File: src/rtl/qdac_pkg.sv
package qdac_pkg;
  localparam int unsigned NUM_PINS = 7;
  localparam int unsigned P_SDI    = 0;
  localparam int unsigned P_SCK    = 1;
  localparam int unsigned P_CSEL   = 2;
  localparam int unsigned P_LDREG  = 3;
  localparam int unsigned P_LDALL  = 4;
  localparam int unsigned P_CLR    = 5;
  localparam int unsigned P_CLRSEL = 6;
  // idle levels: clocks and active-low strobes high, data and select low
  localparam logic [NUM_PINS-1:0] PIN_IDLE = 7'b0111110;
endpackage

File: src/rtl/qdac_sync.sv
module qdac_sync #(
  parameter int unsigned W = 1,
  parameter logic [W-1:0] RST_VAL = '0
) (
  input  logic         clk,
  input  logic         rst_ns,
  input  logic [W-1:0] din,
  output logic [W-1:0] dout
);
  logic [W-1:0] meta_q;
  logic [W-1:0] sync_q;

  always_ff @(posedge clk or negedge rst_ns) begin
    if (!rst_ns) begin
      meta_q <= RST_VAL;
      sync_q <= RST_VAL;
    end else begin
      meta_q <= din;
      sync_q <= meta_q;
    end
  end

  assign dout = sync_q;
endmodule

File: src/rtl/qdac_shifter.sv
module qdac_shifter #(
  parameter int unsigned ADDR_W = 2,
  parameter int unsigned PAD_W  = 2,
  parameter int unsigned CODE_W = 12,
  localparam int unsigned FRAME_W = ADDR_W + PAD_W + CODE_W
) (
  input  logic              clk,
  input  logic              rst_ns,
  input  logic              sdi,
  input  logic              sck,
  input  logic              csel,
  output logic [ADDR_W-1:0] frame_addr,
  output logic [CODE_W-1:0] frame_code
);
  logic               shclk;
  logic               shclk_q;
  logic               rise;
  logic [FRAME_W-1:0] sr_q;
  logic [FRAME_W-1:0] sr_d;

  assign shclk = sck | csel;
  assign rise  = shclk & ~shclk_q;

  always_comb begin
    sr_d = {sr_q[FRAME_W-2:0], sdi};
  end

  always_ff @(posedge clk or negedge rst_ns) begin
    if (!rst_ns) shclk_q <= 1'b1;
    else         shclk_q <= shclk;
  end

  always_ff @(posedge clk or negedge rst_ns) begin
    if (!rst_ns)   sr_q <= '0;
    else if (rise) sr_q <= sr_d;
  end

  assign frame_addr = sr_q[FRAME_W-1 -: ADDR_W];
  assign frame_code = sr_q[CODE_W-1:0];


  sr_hold_chk: assert property (@(posedge clk) disable iff (!rst_ns)
    !(sck | csel) || $past(sck | csel) |=> $stable(sr_q))
    else $error("frame register moved without a shift edge");


  sr_take_chk: assert property (@(posedge clk) disable iff (!rst_ns)
    ((sck | csel) && !shclk_q) |=> (sr_q[0] == $past(sdi)) &&
      (sr_q[FRAME_W-1:1] == $past(sr_q[FRAME_W-2:0])))
    else $error("frame register did not shift correctly");
endmodule

File: src/rtl/qdac_bank.sv
module qdac_bank #(
  parameter int unsigned NCH    = 4,
  parameter int unsigned CODE_W = 12,
  localparam int unsigned ADDR_W = $clog2(NCH)
) (
  input  logic                       clk,
  input  logic                       rst_ns,
  input  logic [ADDR_W-1:0]          frame_addr,
  input  logic [CODE_W-1:0]          frame_code,
  input  logic                       ldreg_n,
  input  logic                       ldall_n,
  input  logic                       clr_n,
  input  logic                       clrsel,
  output logic [NCH-1:0][CODE_W-1:0] out_q
);
  logic [CODE_W-1:0]          clr_code;
  logic [NCH-1:0][CODE_W-1:0] in_q;
  logic [NCH-1:0][CODE_W-1:0] in_d;
  logic [NCH-1:0][CODE_W-1:0] out_d;
  logic [NCH-1:0]             wr;
  logic [NCH-1:0]             in_en;
  logic                       out_en;

  assign clr_code = {clrsel, {(CODE_W-1){1'b0}}};
  assign out_en   = ~clr_n | ~ldall_n;

  for (genvar k = 0; k < NCH; k++) begin : g_ch
    assign wr[k]    = ~ldreg_n & (frame_addr == ADDR_W'(k));
    assign in_en[k] = ~clr_n | wr[k];

    always_comb begin
      if (!clr_n)     in_d[k] = clr_code;
      else if (wr[k]) in_d[k] = frame_code;
      else            in_d[k] = in_q[k];
      if (!clr_n)     out_d[k] = clr_code;
      else            out_d[k] = in_d[k];
    end

    always_ff @(posedge clk or negedge rst_ns) begin
      if (!rst_ns)       in_q[k] <= '0;
      else if (in_en[k]) in_q[k] <= in_d[k];
    end

    always_ff @(posedge clk or negedge rst_ns) begin
      if (!rst_ns)     out_q[k] <= '0;
      else if (out_en) out_q[k] <= out_d[k];
    end


    clr_force_chk: assert property (@(posedge clk) disable iff (!rst_ns)
      !clr_n |=> (out_q[k] == {$past(clrsel), {(CODE_W-1){1'b0}}}) &&
                 (in_q[k] == out_q[k]))
      else $error("clear did not force channel %0d", k);
  end


  in_hold_chk: assert property (@(posedge clk) disable iff (!rst_ns)
    (ldreg_n && clr_n) |=> $stable(in_q))
    else $error("input bank changed while its strobe was high");


  out_hold_chk: assert property (@(posedge clk) disable iff (!rst_ns)
    (ldall_n && clr_n) |=> $stable(out_q))
    else $error("output bank changed while its strobe was high");


  out_follow_chk: assert property (@(posedge clk) disable iff (!rst_ns)
    (!ldall_n && clr_n && ldreg_n) |=> (out_q == in_q))
    else $error("output bank not transparent");
endmodule

File: src/rtl/quad_dac_regcore.sv
module quad_dac_regcore
  import qdac_pkg::*;
#(
  parameter int unsigned NCH    = 4,
  parameter int unsigned CODE_W = 12,
  parameter int unsigned PAD_W  = 2,
  localparam int unsigned ADDR_W = $clog2(NCH)
) (
  input  logic                  clk,
  input  logic                  rst_n,
  input  logic                  sdi_pin,
  input  logic                  sck_pin,
  input  logic                  csel_pin,
  input  logic                  ldreg_n_pin,
  input  logic                  ldall_n_pin,
  input  logic                  clr_n_pin,
  input  logic                  clrsel_pin,
  output logic [NCH*CODE_W-1:0] dac_codes
);
  logic [1:0]          rst_pipe;
  logic                rst_ns;
  logic [NUM_PINS-1:0] pins_raw;
  logic [NUM_PINS-1:0] pins_s;
  logic [ADDR_W-1:0]   frame_addr;
  logic [CODE_W-1:0]   frame_code;
  logic [NCH-1:0][CODE_W-1:0] codes;

  // reset asserted asynchronously, released on the clock
  always_ff @(posedge clk or negedge rst_n) begin
    if (!rst_n) rst_pipe <= '0;
    else        rst_pipe <= {rst_pipe[0], 1'b1};
  end
  assign rst_ns = rst_pipe[1];

  always_comb begin
    pins_raw           = '0;
    pins_raw[P_SDI]    = sdi_pin;
    pins_raw[P_SCK]    = sck_pin;
    pins_raw[P_CSEL]   = csel_pin;
    pins_raw[P_LDREG]  = ldreg_n_pin;
    pins_raw[P_LDALL]  = ldall_n_pin;
    pins_raw[P_CLR]    = clr_n_pin;
    pins_raw[P_CLRSEL] = clrsel_pin;
  end

  qdac_sync #(.W(NUM_PINS), .RST_VAL(PIN_IDLE)) u_sync (
    .clk    (clk),
    .rst_ns (rst_ns),
    .din    (pins_raw),
    .dout   (pins_s)
  );

  qdac_shifter #(.ADDR_W(ADDR_W), .PAD_W(PAD_W), .CODE_W(CODE_W)) u_shift (
    .clk        (clk),
    .rst_ns     (rst_ns),
    .sdi        (pins_s[P_SDI]),
    .sck        (pins_s[P_SCK]),
    .csel       (pins_s[P_CSEL]),
    .frame_addr (frame_addr),
    .frame_code (frame_code)
  );

  qdac_bank #(.NCH(NCH), .CODE_W(CODE_W)) u_bank (
    .clk        (clk),
    .rst_ns     (rst_ns),
    .frame_addr (frame_addr),
    .frame_code (frame_code),
    .ldreg_n    (pins_s[P_LDREG]),
    .ldall_n    (pins_s[P_LDALL]),
    .clr_n      (pins_s[P_CLR]),
    .clrsel     (pins_s[P_CLRSEL]),
    .out_q      (codes)
  );

  for (genvar k = 0; k < NCH; k++) begin : g_out
    assign dac_codes[k*CODE_W +: CODE_W] = codes[k];
  end


  reset_zero_chk: assert property (@(posedge clk)
    $rose(rst_ns) |-> (dac_codes == '0))
    else $error("outputs not zero after reset");
endmodule

File: config.mk
export PLATFORM = sky130hd
export DESIGN_NAME = quad_dac_regcore
export DESIGN_NICKNAME = d
export VERILOG_FILES = /design/src/rtl/qdac_pkg.sv /design/src/rtl/qdac_sync.sv /design/src/rtl/qdac_shifter.sv /design/src/rtl/qdac_bank.sv /design/src/rtl/quad_dac_regcore.sv
export SDC_FILE = /design/constraint.sdc
export NUM_CORES = 1
export LEC_CHECK = 0
export BUFFER_PORTS_ARGS = -buffer_cell sky130_fd_sc_hd__clkbuf_2
export CAP_MARGIN = 20
export CELL_PAD_IN_SITES_DETAIL_PLACEMENT = 0
export CELL_PAD_IN_SITES_GLOBAL_PLACEMENT = 2
export CORE_UTILIZATION = 35
export CTS_CLUSTER_DIAMETER = 100
export DETAILED_ROUTE_END_ITERATION = 8
export GPL_ROUTABILITY_DRIVEN = 1
export PLACE_DENSITY_LB_ADDON = 0.08
export SETUP_SLACK_MARGIN = 0.05
export SYNTH_ARGS = -nofsm -noshare
export SYNTH_HDL_FRONTEND = slang
export SYNTH_SLANG_ARGS = --single-unit
File: constraint.sdc
create_clock -name clk -period 3.5 [get_ports clk]
set_input_delay 0.175 -clock clk [delete_from_list [all_inputs] [get_ports clk]]
set_output_delay 0.175 -clock clk [all_outputs]
set_load 0.005 [all_outputs]
==> impl_summary.md <==
Outcome
The run finished with clean final reports.

STA
The number of failing hold endpoints at the final stage is 0. Hold is met by 0.0651 ns. The worst clock skew is 0.00538 ns. The fraction of the cycle the final worst path needs is 0.523.

Setup repair after global routing left no endpoint under its margin. The worst pin sits at a relative slew slack of 0.349. For the pin with the worst max-slew slack, the measured transition is 0.977 ns. For the finished layout, the period the worst path requires is 1.83 ns.

Setup violations remaining at the end of the flow were counted as 0. The total negative slack is 0 ns. The post-layout worst setup margin is 1.67 ns. Static timing analysis puts the maximum clock frequency at 546 MHz. The max-slew violation count was 0.

Logic synthesis
During synthesis, Yosys emitted a total of 0 warnings. After synthesis, the cell types taking the most area are dfrtp_1 60%, mux2i_1 6.7%, dfstp_2 5.9%, o21ai_0 4.5%, nor2b_1 4.3%. The average instance area after synthesis is 12.6 um2. Summed over all instances, the cell type with the most area after synthesis is dfrtp_1.

The simple-gate share of the synthesized area is 0.0846. In this run, distinct cell masters in the synthesized netlist total 25. Of the post-synthesis cell area, the dominant cell type holds 0.600. The area share of fa/ha/maj cells after synthesis is 0. Counting every instance in the synthesized netlist gives 391.

The number of nets produced by synthesis is 400. The synthesized flop and latch total is 129. The mux share of post-synthesis cell area is 0.104. The compound-gate portion of the synthesized area is 0.124. Of the total synthesized cell area, the portion taken by XOR and XNOR cells is 0.

After synthesis, the largest family of logic cells by area is compound AO/OA/AOI/OAI gates. The share of the Yosys chip area taken by registers is 0.658. The mapped netlist covers 0.00492 mm2.

Run
The tool flagged a number of max-cap violations equal to 0.

Floorplanning
The initial utilization of the core area, before any placement, comes to 0.365. The die area is 0.0145 mm2. In this run the core area contains 42 standard-cell rows. The chip height is 121 um. The placeable core region is 0.0135 mm2. The top-level I/O count is 57. The floorplan step set the die width to 121 um.

Power and ir drop
The maximum vdd ir drop is 332 uV. Power comes to 4.10 mW. In this run the power density over the cells is 673 mW/mm2. The leakage power is 2.73 nW.

Global routing
Entering global routing, the biggest net connects 74 pins. The initial antenna violation count came to 0. Across every metal layer, demand over resource in global routing totals 0.165. The overflow left after global routing is 0. The number of global-route vias before repair is 3095. The wire length of the first global-routing pass is 17500 um.

Critical path
The number of cells traversed by the worst register-to-register path is 3. The worst setup path is of the reg2reg kind. For the worst setup path, the data arrival time is 2.11 ns. The startpoint identified for the worst register-to-register timing path is u_shift.sr_q[14].

The worst setup path is launched from a register. The reg2reg setup slack is 1.67 ns. The required arrival time at the worst endpoint is 3.78 ns. The worst register-to-register path ends at u_bank.out_q[16].

In this run the worst path has a maximum fanout of 13. STA classifies the critical path endpoint as a register.

Clock tree
The tree built by TritonCTS fans out to 129 sinks. Clock latency on the worst-skew pair, taken at its later pin, is 0.42 ns. The clock tree root buffer cell is clkbuf_16. The clock-pin slew reported for the worst setup and hold paths after clock tree synthesis is 0.05 ns. The CTS buffer count is 17. The TritonCTS clock tree is built.

The H-tree generated during clock tree synthesis spans 4 levels. The clock passes through at most 2 buffers. The buffers inserted during post-CTS setup optimization is 0.

Placement
Once detailed placement completed, the half-perimeter wirelength came to 6420 um. The cell count after placement is 603. The number of input and output port buffers inserted is 56. Prior to clock tree synthesis, the placed netlist has a worst setup slack of 1.64 ns. The congestion estimate from routability-driven global placement came to 0.683. The instance area after placement is 0.00536 mm2.

Routing
The violation count after the first detailed-routing iteration is 160. The routed wire length is 10700 um. For this run, design rule violations remaining after detail routing come to 0. The final route contains 3123 vias. The ratio of routed vias to standard cells is 4.86. The first-pass iteration count of the detailed router is 4. In the final routed layout, each cell accounts on average for 16.6 um. The remaining antenna violation count after routing is 0.

Final layout
The layout-stage area growth over the synthesis result is 23.6%. For this run, the share of the core covered by cells in the final layout is 0.451. The filler cells instantiated in the layout total 1264. The share of final-layout standard cells stronger than drive strength 1 is 0.272. The final layout contains 463 nets.

The number of antenna diodes in the final layout is 0. The finished cells cover 0.00609 mm2. The finished layout holds 643 standard cells, fillers aside.

Hold path
The path class of the tightest hold or removal check is in2async.
[critical path, cell delays in order (launching register included)]
cell	delay (ns)
dfrtp_1	0.48
nor3b_4	0.77
mux2i_1	0.34
a21oi_1	0.10
[state kept, by name, summed over array words and instances, names as in the netlist]
signal           flops
u_sync.meta_q        7
u_sync.dout          7
u_shift.shclk_q      1
u_bank.in_q         48
rst_pipe             2
u_bank.out_q        48
u_shift.sr_q        16
[per-layer routing]
metal	part of all wire	vias up	wire [um]	track usage
met2	0.46	66	4870	0.239
met4	0.016	0	170	0.0741
met5	0	-	0	0
li1	-	1507	-	-
met1	0.49	1537	5240	0.227
met3	0.039	13	422	0.0509
[cell usage after synthesis]
library cell and number:
dfrtp_1 118, o21ai_0 44, nor2b_1 34, a21oi_1 33, mux2i_1 33, nand2_1 28
clkbuf_1 20, a31oi_1 19, mux2_2 16, a21boi_0 11, dfstp_2 11, nand2b_1 4
o22ai_1 4, buf_2 3, buf_6 2, nor3b_4 2, and3b_1 1, buf_4 1
buf_8 1, clkinv_1 1, conb_1 1, nand3b_1 1, nor2_1 1, nor3_2 1
or2_2 1
[final cells by class]
class                   instances  area, um2  share of cell area
clock buffers                  23        498              0.0818
clock inverters                 9        151              0.0249
inverters                       1       3.75            0.000617
multi-input cells             234       1540               0.253
flip-flops and latches        129       3250               0.533
well taps                     176        220              0.0362
repair buffers                 71        425              0.0699
[kinds of logic after synthesis]
group | Yosys count
AO/OA/AOI/OAI | 111
buffers and inverters | 28
flip-flops | 129
multiplexers | 49
other | 1
AND/OR/NAND/NOR | 73
[cells in the final DEF (no fill, tap or decap), drive strengths merged]
master,Yosys,routed
inv,0,1
buf,7,7
nand2b,4,4
bufinv,0,4
nor2,1,1
clkinv,1,4
nor2b,34,34
nor3b,2,2
dlygate4sd3,0,8
nand2,28,28
conb,1,1
a21oi,33,33
or2,1,1
mux2,16,16
dfstp,11,11
o22ai,4,4
dfrtp,118,118
clkbuf,20,79
mux2i,33,33
and3b,1,1
a21boi,11,11
o21ai,44,44
nand3b,1,1
nor3,1,1
a31oi,19,19
clkinvlp,0,1
[worst max path at each step]
stage | startpoint | end | slack (ns) | cells past startpoint
3_5_place_dp | u_shift.sr_q[15] | u_bank.out_q[28] | 1.64 | 3
3_3_place_gp | u_shift.sr_q[15] | u_bank.out_q[28] | 1.68 | 3
6_report | u_shift.sr_q[14] | u_bank.out_q[16] | 1.67 | 3
5_1_grt | u_shift.sr_q[14] | u_bank.out_q[14] | 1.51 | 3
4_1_cts | u_shift.sr_q[15] | u_bank.out_q[28] | 1.64 | 3
2_1_floorplan | rst_pipe[1] | u_bank.in_q[0] | 1.36 | 0
[power by group]
part           switching [mW]  internal, mW
logic                   0.154         0.170
registers               0.228          1.64
clock network           0.619          1.28
total                    1.00          3.10
[what timing repair did]
| action | CTS | global route |
|---|---|---|
| resized for setup | 0 | 0 |
| hold buffers | 8 | 0 |
| hold endpoints to repair | 9 | 0 |
Power figures use the tool's default switching activity.
